[config.mk]
export PLATFORM = sky130hd
export DESIGN_NAME = hsc_ctrl
export DESIGN_NICKNAME = d
export VERILOG_FILES = /design/src/rtl/hsc_pkg.sv /design/src/rtl/hsc_muller_c.sv /design/src/rtl/hsc_seq_engine.sv /design/src/rtl/hsc_conc_engine.sv /design/src/rtl/hsc_ctrl.sv
export SDC_FILE = /design/constraint.sdc
export NUM_CORES = 1
export LEC_CHECK = 0
export ABC_CLOCK_PERIOD_IN_PS = 2900
export CORE_AREA = 2 2 39 41
export DETAILED_ROUTE_END_ITERATION = 10
export DIE_AREA = 0 0 41 43
export DONT_BUFFER_PORTS = 1
export REMOVE_ABC_BUFFERS = 1
export SETUP_SLACK_MARGIN = 0.02
export SLEW_MARGIN = 10
export SYNTH_ARGS = -nofsm -noshare
export SYNTH_HDL_FRONTEND = slang
export SYNTH_SLANG_ARGS = --single-unit
[constraint.sdc]
create_clock -name clk -period 2.9 [get_ports clk]
set_input_delay 0.58 -clock clk [delete_from_list [all_inputs] [get_ports clk]]
set_output_delay 0.58 -clock clk [all_outputs]
set_load 0.03 [all_outputs]
[src/rtl/hsc_pkg.sv]
package hsc_pkg;

   localparam int unsigned NUM_BR = 2;

   typedef enum logic [2:0] {
      SQ_IDLE,
      SQ_B0_UP,
      SQ_B0_DN,
      SQ_B1_UP,
      SQ_B1_DN
   } sq_state_t;

endpackage

[src/rtl/hsc_muller_c.sv]
module hsc_muller_c #(
   parameter int unsigned N = 2
) (
   input  logic         clk,
   input  logic         rst_n,
   input  logic [N-1:0] in,
   output logic         out
);

   initial begin
      if (N < 2) $error("hsc_muller_c: N must be at least 2");
   end

   always_ff @(posedge clk or negedge rst_n) begin
      if (!rst_n)         out <= 1'b0;
      else if (&in)       out <= 1'b1;
      else if (!(|in))    out <= 1'b0;
   end

endmodule

[src/rtl/hsc_seq_engine.sv]
module hsc_seq_engine
   import hsc_pkg::*;
(
   input  logic              clk,
   input  logic              rst_n,
   input  logic              en,
   input  logic              act_req,
   input  logic [NUM_BR-1:0] ack,
   output logic [NUM_BR-1:0] req,
   output logic              idle
);

   sq_state_t st;

   always_ff @(posedge clk or negedge rst_n) begin
      if (!rst_n) begin
         st  <= SQ_IDLE;
         req <= '0;
      end else begin
         case (st)
            SQ_IDLE: if (en && act_req) begin
               req[0] <= 1'b1;
               st     <= SQ_B0_UP;
            end
            SQ_B0_UP: if (ack[0]) begin
               req[0] <= 1'b0;
               st     <= SQ_B0_DN;
            end
            SQ_B0_DN: if (!ack[0]) begin
               req[1] <= 1'b1;
               st     <= SQ_B1_UP;
            end
            SQ_B1_UP: if (!act_req) begin
               req[1] <= 1'b0;
               st     <= SQ_B1_DN;
            end
            SQ_B1_DN: if (!ack[1]) begin
               st <= SQ_IDLE;
            end
            default: begin
               req <= '0;
               st  <= SQ_IDLE;
            end
         endcase
      end
   end

   assign idle = (st == SQ_IDLE);

endmodule

[src/rtl/hsc_conc_engine.sv]
module hsc_conc_engine
   import hsc_pkg::*;
(
   input  logic              clk,
   input  logic              rst_n,
   input  logic              en,
   input  logic              act_req,
   input  logic [NUM_BR-1:0] ack,
   output logic [NUM_BR-1:0] req,
   output logic              done,
   output logic              idle
);

   logic              busy;
   logic              c_out;
   logic              start;
   logic [NUM_BR-1:0] seen;
   logic [NUM_BR-1:0] seen_nx;

   assign start = en & act_req & ~busy & ~c_out;

   // Per-branch completion flag: set by the branch acknowledge, cleared
   // only after the join fired, the activation request dropped and the
   // branch acknowledge returned low.
   always_comb begin
      for (int i = 0; i < int'(NUM_BR); i++) begin
         if (busy && ack[i])                       seen_nx[i] = 1'b1;
         else if (c_out && !act_req && !ack[i])    seen_nx[i] = 1'b0;
         else                                      seen_nx[i] = seen[i];
      end
   end

   always_ff @(posedge clk or negedge rst_n) begin
      if (!rst_n) begin
         busy <= 1'b0;
         seen <= '0;
         req  <= '0;
      end else begin
         seen <= seen_nx;
         if (start)                           busy <= 1'b1;
         else if (c_out && (seen_nx == '0))   busy <= 1'b0;
         for (int i = 0; i < int'(NUM_BR); i++) begin
            if (start)        req[i] <= 1'b1;
            else if (ack[i])  req[i] <= 1'b0;
         end
      end
   end

   hsc_muller_c #(.N(NUM_BR)) u_join (
      .clk   (clk),
      .rst_n (rst_n),
      .in    (seen_nx),
      .out   (c_out)
   );

   assign done = c_out;
   assign idle = ~busy & ~c_out;

endmodule

[src/rtl/hsc_ctrl.sv]
module hsc_ctrl
   import hsc_pkg::*;
#(
   parameter int unsigned IN_SYNC = 0
) (
   input  logic              clk,
   input  logic              rst_n,
   input  logic              conc_mode,
   input  logic              act_req,
   output logic              act_ack,
   output logic [NUM_BR-1:0] br_req,
   input  logic [NUM_BR-1:0] br_ack
);

   localparam int unsigned SW = NUM_BR + 1;

   initial begin
      if (IN_SYNC > 3) $error("hsc_ctrl: IN_SYNC must be 0..3");
   end

   logic [SW-1:0]     raw_in;
   logic [SW-1:0]     syn_in;
   logic              act_s;
   logic [NUM_BR-1:0] ack_s;

   assign raw_in = {act_req, br_ack};

   generate
      if (IN_SYNC == 0) begin : g_direct
         assign syn_in = raw_in;
      end else begin : g_sync
         logic [IN_SYNC-1:0][SW-1:0] pipe;
         always_ff @(posedge clk or negedge rst_n) begin
            if (!rst_n) begin
               pipe <= '0;
            end else begin
               pipe[0] <= raw_in;
               for (int k = 1; k < int'(IN_SYNC); k++) pipe[k] <= pipe[k-1];
            end
         end
         assign syn_in = pipe[IN_SYNC-1];
      end
   endgenerate

   assign act_s = syn_in[SW-1];
   assign ack_s = syn_in[NUM_BR-1:0];

   logic              mode_q;
   logic [NUM_BR-1:0] seq_req;
   logic [NUM_BR-1:0] conc_req;
   logic              seq_idle;
   logic              conc_idle;
   logic              conc_done;

   hsc_seq_engine u_seq (
      .clk     (clk),
      .rst_n   (rst_n),
      .en      (~mode_q),
      .act_req (act_s),
      .ack     (ack_s),
      .req     (seq_req),
      .idle    (seq_idle)
   );

   hsc_conc_engine u_conc (
      .clk     (clk),
      .rst_n   (rst_n),
      .en      (mode_q),
      .act_req (act_s),
      .ack     (ack_s),
      .req     (conc_req),
      .done    (conc_done),
      .idle    (conc_idle)
   );

   logic quiet;
   assign quiet = seq_idle & conc_idle & ~act_s & ~act_ack & (ack_s == '0);

   always_ff @(posedge clk or negedge rst_n) begin
      if (!rst_n)     mode_q <= 1'b0;
      else if (quiet) mode_q <= conc_mode;
   end

   assign br_req  = mode_q ? conc_req  : seq_req;
   assign act_ack = mode_q ? conc_done : br_ack[NUM_BR-1];

endmodule

# Yosys cells after proc, flatten, opt, wreduce, memory -nomap -nowiden
# Index checks and enable logic that the tools add are counted.
dict set report totals {
  ff_bits 12
  inputBits 6
}
dict set report op_classes {
  n_eq_ne 10
  mux 25
  bitwise_logic 15
  reduce_logical 23
}
# operator count
set ops {}
lappend ops {{1-bit 2-to-1 mux} 16}
lappend ops {{3-bit 2-to-1 mux} 5}
lappend ops {{3-bit one-hot mux with 5 select lines} 1}
lappend ops {{2-bit inequality test, second input constant} 5}
lappend ops {{1-bit AND} 8}
lappend ops {{1-bit logical AND} 7}
lappend ops {{1-bit inverter} 7}
lappend ops {{3-bit by 2-bit == test with 1-bit output, second input constant} 2}
lappend ops {{1-bit one-hot mux with 3 select lines} 2}
lappend ops {{3-bit AND reduction} 2}
lappend ops {{2-bit nonzero test} 3}
lappend ops {{3-bit OR reduction} 2}
lappend ops {{5-bit AND reduction} 1}
lappend ops {{2-bit zero test} 2}
lappend ops {{3-bit by 1-bit == test with 1-bit output, second input constant} 1}
lappend ops {{3-bit == test, second input constant} 1}
lappend ops {{1-bit zero test} 3}
lappend ops {{3-bit zero test} 1}
lappend ops {{2-bit 2-to-1 mux} 1}
lappend ops {{2-bit by 1-bit inequality test with 1-bit output, second input constant} 1}
lappend ops {{2-bit AND reduction} 1}
lappend ops {{2-bit OR reduction} 1}

# Depth between registers and ports, before layout
dict set report logic_depth {
  depth_word 9
  mapped_depth 7
  mapped_depth_nobuf 7
}

# By module
# From an unflattened synthesis, not the netlist that was laid out.
dict set report hier_totals {
  cells_unflattened 61
  area_unflattened_um2 661.9
}
# mod n_inst cells_each area_per_inst_um2
set modules_own_cells {}
lappend modules_own_cells {hsc_seq_engine 1 28 285.3}
lappend modules_own_cells {hsc_conc_engine 1 21 210.2}
lappend modules_own_cells {hsc_ctrl 1 9 113.9}
lappend modules_own_cells {hsc_muller_c 1 3 52.6}

# Worst setup path before layout
# Ideal clock, no wire load.
dict set report synth_path {
  path_type {reg2out}
  start {register mode_q}
  end {output br_req[1]}
  arrival_ps 1124
  required_time_ps 2320
  slack_ps 1196
  stages_incl_launch_ff 2
  n_path_buf 0
  cell_sequence {dfrtp_1 -> o21ai_0}
}
dict set report synth_via {
  elab_chain_len 1
}
# element line_no
set synth_lines {}
lappend synth_lines {{start: declaration} hsc_ctrl.sv:48} ;# logic mode_q;
lappend synth_lines {{start signal: assignment} hsc_ctrl.sv:81} ;# else if (quiet) mode_q <= conc_mode;
lappend synth_lines {{2-bit 2-to-1 mux} hsc_ctrl.sv:84} ;# assign br_req = mode_q ? conc_req : seq_req;
lappend synth_lines {{end: declaration} hsc_ctrl.sv:11} ;# output logic [NUM_BR-1:0] br_req,
# Every way passes these cells.

# Worst setup path after layout
dict set report layout_path {
  start {register mode_q}
  end {output act_ack}
}
dict set report layout_via {
  elab_chain_len 1
}
# element line_no
set layout_lines {}
lappend layout_lines {{1-bit 2-to-1 mux} hsc_ctrl.sv:85} ;# assign act_ack = mode_q ? conc_done : br_ack[NUM_BR-1];
lappend layout_lines {{end: declaration} hsc_ctrl.sv:10} ;# output logic act_ack,
# Every way passes these cells.

==> impl_results.md <==
- Share of cells above drive strength 1: 13.6%
- Critical Path AT: 1.18 ns
- # clock sinks: 12
- Synth unique cells: 24
- Pwr dens: 1090 mW/mm^2
- DRC viols: 0
- Kind of capture point of the worst setup path: output port
- Clock Tree Root: clkbuf_4
- RePlAce Congestion: 0.719
- Post-synth top flop: dfrtp_1
- First-pass GRT wire length: 1.88 mm
- Fin cells: 82
- Starting Density: 44.4%
- RSZ-0062 raised after global routing: no
- # nets final: 75
- Worst Skew: 0.00504 ns
- Final setup viols: 0
- Cells after synthesis: 62
- Average cell area after synthesis: 9.91 um^2
- CP required: 2.32 ns
- Final Util: 49.2%
- DR pass1 iterations: 4
- Placed Cells: 77
- Routed Antenna Nets: 0
- Pin count of the biggest net entering global routing: 13
- Crit path time final: 1.76 ns
- Crit path max-delay family: flip-flops
- Post-synth EDFFs: 0
- F_max: 0.568 GHz
- Worst rel slew slack: 64.9%
- CP Cell Sequence: mux2_2
- Avg WL per Cell: 13.2 um
- Wirelength, routed: 1.08 mm
- Filler Cells Inserted: 137
- Initial antenna violation count: 0
- Number of global-route vias before repair: 418
- Vias: 433
- Die Wd: 41 um
- Crit-path max FO: 7
- CTS Buf Count: 3
- HP Class: in -> reg
- H-tree depth: 1
- PortBufs: 0
- Post-synthesis sequential area ratio: 48.9%
- Final Hold Fails: 0
- Synth top area cells: dfrtp_1 49%, mux2_2 5.5%, ha_1 4.1%
- Worst-Margin Slew: 0.525 ns
- Largest area contributor in the netlist: dfrtp_1
- Synth top cells by count: 12 x dfrtp_1, 6 x nand2_1, 6 x nor2_1, 4 x a21oi_1, 4 x inv_1
- Later-pin clock latency in the skew report: 0.27 ns
- P&R area growth vs syn: 10.8%
- Grt total ovfl: 0
- Setup TNS: 0 ns
- Status: complete, no violations
- Setup crit start kind: register
- Hpwl dp: 770 um
- Crit Path Category: reg -> out
- Most frequent cell after synthesis: dfrtp_1
- VDD IR max: 0.000442 V
- CTS tree: built
- Worst-path clk slew: 0.07 ns
- Vias per cell: 5.28
- Register bit count reported by yosys: 12
- Warnings, synthesis: 0
- Ports: 9
- Top cell type's share of synthesized area: 48.9%
- Async SR Flop Fraction: 100%
- Max incr delay on CP: 0.46 ns
- Die H: 43 um
- Site Rows: 14
- Slew Limit Fails: 0
- Die area: 0.00176 mm^2
- Setup Fix Bufs, Post-CTS: 0
- Max-cap viol count: 0
- Cell area after synthesis: 614 um^2
- CP bufs+invs: 0
- Period utilization: 60.7%
- Worst-case clock buffer depth: 2
- Gr usage total: 16.1%
- Diodes inserted: 0
- Leakage power: 0.290 nW
- Initial DRC Count: 6
- Slowest CP cell: dfrtp_1
- Core ar.: 0.00138 mm^2
==> final cells by class <==
class	count	area, um^2	share of cell area (%)
Timing Repair Buffer	2	17.5	2.57
Tap cell	16	20.0	2.94
Clock buffer	4	36.3	5.33
Sequential cell	12	300	44.1
Inverter	4	15.0	2.21
Multi-Input combinational cell	44	292	42.8
==> cells by family (layout without fill, tap and decap cells) <==
group	Yosys count	count (layout)	share of synthesized area (%)
xor+xnor	1	1	1.43
mux	4	4	7.33
fa+ha+maj	2	2	4.07
compound gates	13	13	13.9
flops	12	12	48.9
simple gates	24	24	20.8
buf+inv	6	10	3.67
==> layout by cell type, fill, tap and decap left out <==
| cell type | count |
|---|---|
| a21oi_1 | 4 |
| a22oi_1 | 1 |
| buf_4 | 1 |
| clkbuf_4 | 3 |
| clkbuf_8 | 1 |
| dfrtp_1 | 12 |
| dlygate4sd3_1 | 1 |
| ha_1 | 2 |
| inv_1 | 4 |
| mux2_1 | 1 |
| mux2_2 | 3 |
| nand2_1 | 6 |
| nand2b_1 | 3 |
| nand3_1 | 1 |
| nand3b_1 | 1 |
| nor2_1 | 6 |
| nor2b_1 | 1 |
| nor4_2 | 1 |
| o21ai_0 | 2 |
| o221a_1 | 1 |
| o22ai_1 | 3 |
| o2bb2ai_1 | 1 |
| o32ai_1 | 1 |
| or2_1 | 3 |
| or3_1 | 1 |
| or4_1 | 1 |
| xnor2_1 | 1 |
==> registers in the layout, summed over array words and instances (netlist names) <==
register	cells
mode_q	1
u_conc.busy	1
u_conc.req	2
u_conc.seen	2
u_conc.u_join.out	1
u_seq.req	2
u_seq.st	3
==> report_power, final <==
group          total (mW)  switching (mW)  internal, mW
registers           0.318          0.0787         0.239
logic               0.292           0.154         0.137
clock network       0.135          0.0585        0.0763
total               0.745           0.292         0.453
==> stage by stage <==
stage          worst slack, ns  total power, mW  area (um^2)  hold WS, ns
6_report                  1.14            0.745          681        0.396
3_3_place_gp              1.23            0.607          634        0.285
3_5_place_dp              1.19            0.612          634        0.285
4_1_cts                   1.12            0.755          681        0.384
5_1_grt                   1.08            0.812          681        0.387
2_1_floorplan             1.20            0.547          607        0.284
==> final timing paths <==
| path | end | startpoint | cells after the start | slack, ns |
|---|---|---|---|---|
| min reg2reg | u_seq.req[0] | u_seq.req[0] | 1 | 0.51 |
| max | act_ack | mode_q | 1 | 1.14 |
| max in group asynchronous | mode_q | rst_n | 1 | 1.83 |
| min | u_conc.req[0] | br_ack[0] | 1 | 0.40 |
| min in group asynchronous | u_seq.st[2] | rst_n | 1 | 0.71 |
| max reg2reg | mode_q | u_conc.busy | 3 | 1.28 |
==> per-layer routing <==
metal  global-route usage [%]  wire (um)
met1                     21.7        511
met2                     21.6        522
met3                     3.14         37
met4                     12.0         12
met5                        0          0
==> repair_timing <==
item                      CTS  global route
resized for setup           0             0
hold endpoints to repair   12             0
hold buffers                1             0
(Power assumes the default switching activity.)
